## config.mk

```make
export PLATFORM = sky130hd
export DESIGN_NAME = rsw_redirect_unit
export DESIGN_NICKNAME = d
export VERILOG_FILES = /design/src/rtl/rsw_pkg.sv /design/src/rtl/rsw_prio_match.sv /design/src/rtl/rsw_dup_check.sv /design/src/rtl/rsw_addr_gen.sv /design/src/rtl/rsw_redirect_unit.sv
export SDC_FILE = /design/constraint.sdc
export NUM_CORES = 1
export LEC_CHECK = 0
export BUFFER_PORTS_ARGS = -buffer_cell sky130_fd_sc_hd__buf_2
export CAP_MARGIN = 10
export CORE_AREA = 8 8 118 120
export CTS_BUF_LIST = sky130_fd_sc_hd__clkbuf_16
export CTS_CLUSTER_DIAMETER = 150
export DETAILED_ROUTE_END_ITERATION = 12
export DIE_AREA = 0 0 126 128
export PLACE_DENSITY = 0.8
export SYNTH_ARGS = -nofsm -noshare
export SYNTH_HDL_FRONTEND = slang
export SYNTH_SLANG_ARGS = --single-unit
```

## constraint.sdc

```tcl
create_clock -name clk_i -period 6.4 [get_ports clk_i]
set_input_delay 0.32 -clock clk_i [delete_from_list [all_inputs] [get_ports clk_i]]
set_output_delay 0.32 -clock clk_i [all_outputs]
set_load 0.005 [all_outputs]
```

## src/rtl/rsw_pkg.sv

```systemverilog
package rsw_pkg;
  localparam int RN_W  = 5;            // scalar register number
  localparam int PR_W  = 7;            // physical register index
  localparam int SV_W  = 2;            // sub-vector code / sub index
  localparam int LANES = 1 << SV_W;    // max sub-elements
  localparam int KEY_W = RN_W + 1;     // {is_int, reg}

  typedef enum logic [1:0] {
    WID_DEF = 2'b00,
    WID_8   = 2'b01,
    WID_16  = 2'b10,
    WID_32  = 2'b11
  } wid_e;
endpackage

```

## src/rtl/rsw_prio_match.sv

```systemverilog
module rsw_prio_match #(
  parameter int N  = 4,
  parameter int KW = 6,
  localparam int IW = (N > 1) ? $clog2(N) : 1
) (
  input  logic [N-1:0]         vld_i,
  input  logic [N-1:0][KW-1:0] keys_i,
  input  logic [KW-1:0]        key_i,
  output logic                 hit_o,
  output logic [IW-1:0]        idx_o
);
  logic [N-1:0] match;

  for (genvar g = 0; g < N; g++) begin : g_cmp
    assign match[g] = vld_i[g] && (keys_i[g] == key_i);
  end

  // scan downward so the lowest matching index is kept
  always_comb begin
    hit_o = 1'b0;
    idx_o = '0;
    for (int i = N - 1; i >= 0; i--) begin
      if (match[i]) begin
        hit_o = 1'b1;
        idx_o = IW'(i);
      end
    end
  end
endmodule

```

## src/rtl/rsw_dup_check.sv

```systemverilog
module rsw_dup_check #(
  parameter int LANES = 4,
  localparam int IW = $clog2(LANES)
) (
  input  logic [LANES-1:0][IW-1:0] sel_i,
  input  logic [IW-1:0]            code_i,  // lanes in use = code_i + 1
  output logic                     dup_o
);
  logic [LANES*LANES-1:0] pair;

  for (genvar a = 0; a < LANES; a++) begin : g_a
    for (genvar b = 0; b < LANES; b++) begin : g_b
      if (b > a) begin : g_pair
        assign pair[a*LANES+b] = (sel_i[a] == sel_i[b]) && (IW'(b) <= code_i);
      end else begin : g_none
        assign pair[a*LANES+b] = 1'b0;
      end
    end
  end

  assign dup_o = |pair;
endmodule

```

## src/rtl/rsw_addr_gen.sv

```systemverilog
module rsw_addr_gen #(
  parameter int PR_W   = 7,
  parameter int ELEM_W = 6,
  parameter int SV_W   = 2
) (
  input  logic [PR_W-1:0]   base_i,
  input  logic              vec_i,
  input  logic [ELEM_W-1:0] elem_i,
  input  logic [SV_W-1:0]   code_i,
  input  logic [SV_W-1:0]   off_i,
  output logic [PR_W-1:0]   phys_o
);
  localparam int SW = PR_W + ELEM_W + SV_W + 2;

  logic [SW-1:0] stride;
  logic [SW-1:0] sum;

  assign stride = SW'(code_i) + SW'(1);
  assign sum    = SW'(base_i) + SW'(elem_i) * stride + SW'(off_i);
  assign phys_o = vec_i ? sum[PR_W-1:0] : base_i;
endmodule

```

## src/rtl/rsw_redirect_unit.sv

```systemverilog
module rsw_redirect_unit
  import rsw_pkg::*;
#(
  parameter int N_ENT  = 4,
  parameter int ELEM_W = 6,
  localparam int IW    = (N_ENT > 1) ? $clog2(N_ENT) : 1,
  localparam int SEL_W = LANES * SV_W
) (
  input  logic              clk_i,
  input  logic              rst_ni,
  input  logic              rt_we_i,
  input  logic [IW-1:0]     rt_idx_i,
  input  logic              rt_valid_i,
  input  logic [RN_W-1:0]   rt_key_i,
  input  logic              rt_is_int_i,
  input  logic              rt_isvec_i,
  input  logic [1:0]        rt_width_i,
  input  logic [PR_W-1:0]   rt_target_i,
  input  logic              sw_we_i,
  input  logic [IW-1:0]     sw_idx_i,
  input  logic              sw_valid_i,
  input  logic [RN_W-1:0]   sw_key_i,
  input  logic              sw_is_int_i,
  input  logic [SEL_W-1:0]  sw_sel_i,
  input  logic [RN_W-1:0]   op_reg_i,
  input  logic              op_is_int_i,
  input  logic              op_is_dst_i,
  input  logic [ELEM_W-1:0] elem_i,
  input  logic [SV_W-1:0]   sub_i,
  input  logic [SV_W-1:0]   subvl_i,
  output logic [PR_W-1:0]   phys_o,
  output logic [1:0]        width_o,
  output logic              vec_o,
  output logic              illegal_o
);
  // register table
  logic [N_ENT-1:0]            rt_vld_q;
  logic [N_ENT-1:0][KEY_W-1:0] rt_key_q;
  logic [N_ENT-1:0]            rt_vec_q;
  logic [N_ENT-1:0][1:0]       rt_wid_q;
  logic [N_ENT-1:0][PR_W-1:0]  rt_tgt_q;
  // swizzle table
  logic [N_ENT-1:0]            sw_vld_q;
  logic [N_ENT-1:0][KEY_W-1:0] sw_key_q;
  logic [N_ENT-1:0][SEL_W-1:0] sw_sel_q;

  always_ff @(posedge clk_i or negedge rst_ni) begin
    if (!rst_ni) begin
      rt_vld_q <= '0;
      rt_key_q <= '0;
      rt_vec_q <= '0;
      rt_wid_q <= '0;
      rt_tgt_q <= '0;
    end else if (rt_we_i) begin
      rt_vld_q[rt_idx_i] <= rt_valid_i;
      rt_key_q[rt_idx_i] <= {rt_is_int_i, rt_key_i};
      rt_vec_q[rt_idx_i] <= rt_isvec_i;
      rt_wid_q[rt_idx_i] <= rt_width_i;
      rt_tgt_q[rt_idx_i] <= rt_target_i;
    end
  end

  always_ff @(posedge clk_i or negedge rst_ni) begin
    if (!rst_ni) begin
      sw_vld_q <= '0;
      sw_key_q <= '0;
      sw_sel_q <= '0;
    end else if (sw_we_i) begin
      sw_vld_q[sw_idx_i] <= sw_valid_i;
      sw_key_q[sw_idx_i] <= {sw_is_int_i, sw_key_i};
      sw_sel_q[sw_idx_i] <= sw_sel_i;
    end
  end

  logic [KEY_W-1:0] op_key;
  assign op_key = {op_is_int_i, op_reg_i};

  logic          rt_hit, sw_hit;
  logic [IW-1:0] rt_sel_idx, sw_sel_idx;

  rsw_prio_match #(.N(N_ENT), .KW(KEY_W)) u_rt_match (
    .vld_i (rt_vld_q),
    .keys_i(rt_key_q),
    .key_i (op_key),
    .hit_o (rt_hit),
    .idx_o (rt_sel_idx)
  );

  rsw_prio_match #(.N(N_ENT), .KW(KEY_W)) u_sw_match (
    .vld_i (sw_vld_q),
    .keys_i(sw_key_q),
    .key_i (op_key),
    .hit_o (sw_hit),
    .idx_o (sw_sel_idx)
  );

  // selected register entry, miss falls back to pass-through
  logic [PR_W-1:0] rt_tgt_sel;
  logic [PR_W-1:0] base;
  logic            vec_sel;
  wid_e            wid_sel;

  assign rt_tgt_sel = rt_tgt_q[rt_sel_idx];
  assign base       = rt_hit ? rt_tgt_sel : PR_W'(op_reg_i);
  assign vec_sel    = rt_hit && rt_vec_q[rt_sel_idx];
  assign wid_sel    = rt_hit ? wid_e'(rt_wid_q[rt_sel_idx]) : WID_DEF;

  // swizzle
  logic [LANES-1:0][SV_W-1:0] swz;
  logic                       swz_on;
  logic                       swz_dup;
  logic [SV_W-1:0]            off;

  assign swz    = sw_sel_q[sw_sel_idx];
  assign swz_on = sw_hit && (subvl_i != '0);
  assign off    = (op_is_dst_i && swz_on) ? swz[sub_i] : sub_i;

  rsw_dup_check #(.LANES(LANES)) u_dup (
    .sel_i (swz),
    .code_i(subvl_i),
    .dup_o (swz_dup)
  );

  rsw_addr_gen #(.PR_W(PR_W), .ELEM_W(ELEM_W), .SV_W(SV_W)) u_addr (
    .base_i(base),
    .vec_i (vec_sel),
    .elem_i(elem_i),
    .code_i(subvl_i),
    .off_i (off),
    .phys_o(phys_o)
  );

  assign width_o   = wid_sel;
  assign vec_o     = vec_sel;
  assign illegal_o = op_is_dst_i && swz_on && swz_dup;
endmodule

```

==> run summary <==
flip-flop and latch count after synthesis: 128
Port Buffers: 67
Tcrit/Tclk final: 90.9%
Warnings, synthesis: 0
RSZ-0062 raised after global routing: false
Hold Crit Class: input pin to async pin
wl on met1: 6.48 mm
Worst Slack Setup Final: 584 ps
Worst-Skew Late Latency: 420 ps
DRC viols: 0
Vias: 4706
postcts setup bufs: 0
post-synthesis mux area share: 23.8%
Synth Area in Compound Gates: 5.82%
Die ar.: 0.0161 sq mm
number of global-route vias before repair: 5248
first-pass GRT wire length: 26.4 mm
CTS H-tree lvls: 4
Hold Fails Final Rpt: 0
Die Ht: 128 um
GRT Total Usage: 20.8%
worst slack, placed: 797 ps
Async S/R FF share, synth: 100%
number of placed I/O pins: 68
Syn Nets: 657
leakage dissipation: 3.52 nW
max_cap viols: 0
Yosys cell types: 52
Post-DRT Antenna Nets: 0
clock sinks: 128
Fin Setup TNS: 0 ps
Pwr Total: 2.59 mW
sequential share of the synthesized area: 45.0%
CTS tree: built
Mean Syn Cell Area: 12.3 sq um
core area: 0.0122 sq mm
Synth Flop Type: dfrtp_1
clk buf depth: 2
Mapped Area: 0.00712 sq mm
max layer used: met4
Post-synth EDFFs: 0
Synth Area in XOR/XNOR: 8.36%
largest net degree at the start of global routing: 74
Peak VDD IR: 0.196 mV
Iter 0 DRT Violations: 302
met2 WL: 8.26 mm
largest family of logic cells by synthesized area: multiplexers
layout cells sized above 1: 37.7%
Root Driver: clkbuf_16
outcome: finished, final reports clean
antenna violations before repair: 0
post-layout util: 66.4%
Max Slew Vio Count: 0
Worst Tran Pin Value: 1060 ps
startpoint type of the worst setup path: flop
CTS clk-pin slew, worst paths: 50 ps
Placer Congestion: 0.875
CTS Hold Bufs: 0
Reg2Reg Capture Point: rt_key_q[6]$_DFFE_PN0P_
final-stage net count: 722
Worst Reg-to-Reg Cells: 1
Resized Gates After CTS: 0
commonest non-fill, non-tap cell in the layout: mux2_2
DP HPWL: 11.3 mm
crit-path max FO: 14
DR vias/cell: 5.84
minimum period implied by the final worst setup slack: 5820 ps
Simple-Gate Fraction of Synth Area: 8.94%
Final Skew: 0 ps
Routed WL: 15.7 mm
wire length on met3: 609 um
Antenna diodes: 0
endpoints failing setup: 0
std cell rows: 41
routed len/inst: 19.4 um
r2r setup slk: 5600 ps
CP endpoint kind: output port
CP required: 6080 ps
Slew headroom: 29.2%
TritonRoute pass-1 iters: 4
DIE WIDTH: 126 um
kind of critical path: flop to output port
synthesis-to-finish area growth: 13.9%
fmax: 172 MHz
Adder-Cell Fraction of Synth Area: 4.85%
Power Dens Cells: 319 mW/mm^2
Reg2Reg Launch Point: rt_key_q[6]$_DFFE_PN0P_
CTS Buf Count: 17
commonest cells after routing, fill and taps aside: 129 x mux2_2, 128 x dfrtp_1, 66 x buf_2
Gate Count Post-Synth: 579
Starting Density: 58.3%
final global-route overflow total: 0
WP data arrival: 5500 ps
==> critical path, cell delays in order, from the launching register on <==
cell	delay, ps
dfrtp_1	390
xnor2_1	150
nand4_1	200
nor4_4	670
or4_1	230
o221ai_2	140
mux2i_1	200
o21a_1	130
a21o_1	130
inv_1	70
fa_1	500
inv_1	50
fa_1	440
fa_1	430
a21o_1	180
a21oi_1	230
o21bai_1	90
a21oi_1	170
xnor2_1	90
or3_1	310
a21oi_1	140
buf_2	120
==> worst max-delay path by stage <==
| stage | cells past startpoint | slack [ps] | end | from |
|---|---|---|---|---|
| 6_report | 21 | 580 | phys_o[6] | sw_key_q[0]$_DFFE_PN0P_ |
| 5_1_grt | 21 | 170 | phys_o[6] | sw_key_q[0]$_DFFE_PN0P_ |
| 4_1_cts | 21 | 550 | phys_o[6] | sw_key_q[0]$_DFFE_PN0P_ |
| 3_5_place_dp | 22 | 800 | phys_o[6] | op_reg_i[0] |
| 3_3_place_gp | 22 | 1020 | phys_o[6] | op_is_int_i |
| 2_1_floorplan | 22 | 1520 | phys_o[6] | op_reg_i[3] |
==> Yosys cell counts (7+ instances only) <==
cell / n / area, sq um
a21o_1: 8 / 60.1
a21oi_1: 15 / 75.1
buf_6: 7 / 78.8
clkbuf_1: 11 / 41.3
dfrtp_1: 128 / 3200
fa_1: 11 / 220
ha_1: 10 / 125
inv_1: 19 / 71.3
mux2_2: 129 / 1450
mux2i_1: 17 / 170
nand2_1: 21 / 78.8
nand3_1: 7 / 35.0
nor2_1: 20 / 75.1
nor3_1: 21 / 105
o21ai_0: 7 / 35.0
xnor2_1: 42 / 368
xor2_1: 26 / 228
==> power by group <==
| part | switching [mW] | internal [mW] | total (mW) |
|---|---|---|---|
| Combinational | 0.282 | 0.302 | 0.585 |
| Sequential | 0.0991 | 0.964 | 1.06 |
| Clock | 0.341 | 0.601 | 0.942 |
| Total | 0.722 | 1.87 | 2.59 |
==> logic make-up after synthesis <==
logic type	Yosys count
and+or+nand+nor	112
buffers and inverters	44
DFF	128
adders and majority gates	21
muxes	150
AOI/OAI and AO/OA	56
xor gates and xnor gates	68
==> final cells by class <==
class	count	area (sq um)
tap	150	188
clock buffer	17	425
clock inverter	14	149
multi-input combinational	407	3710
fill	905	4100
inverter	19	71.3
timing repair buffer	71	368
sequential	128	3200
==> flip-flops by register name, indices dropped and copies added (netlist names) <==
name      count
rt_wid_q      8
sw_vld_q      4
sw_key_q     24
rt_tgt_q     28
rt_key_q     24
sw_sel_q     32
rt_vec_q      4
rt_vld_q      4
==> stage by stage <==
step	instance area [sq um]	hold slack, ps	cells
global route	8110	111	806
detailed placement	7540	488	775
finish	8110	44.6	806
CTS	8110	63.9	806
global placement	7540	482	775
floorplan	7120	24.4	579
==> layer usage <==
layer  track usage (%)  up-vias
met1              24.1     2391
met2              36.5      105
met5                 0        -
met4              8.35        0
met3              4.74       26
li1                  -     2184
(Power assumes the default switching activity.)
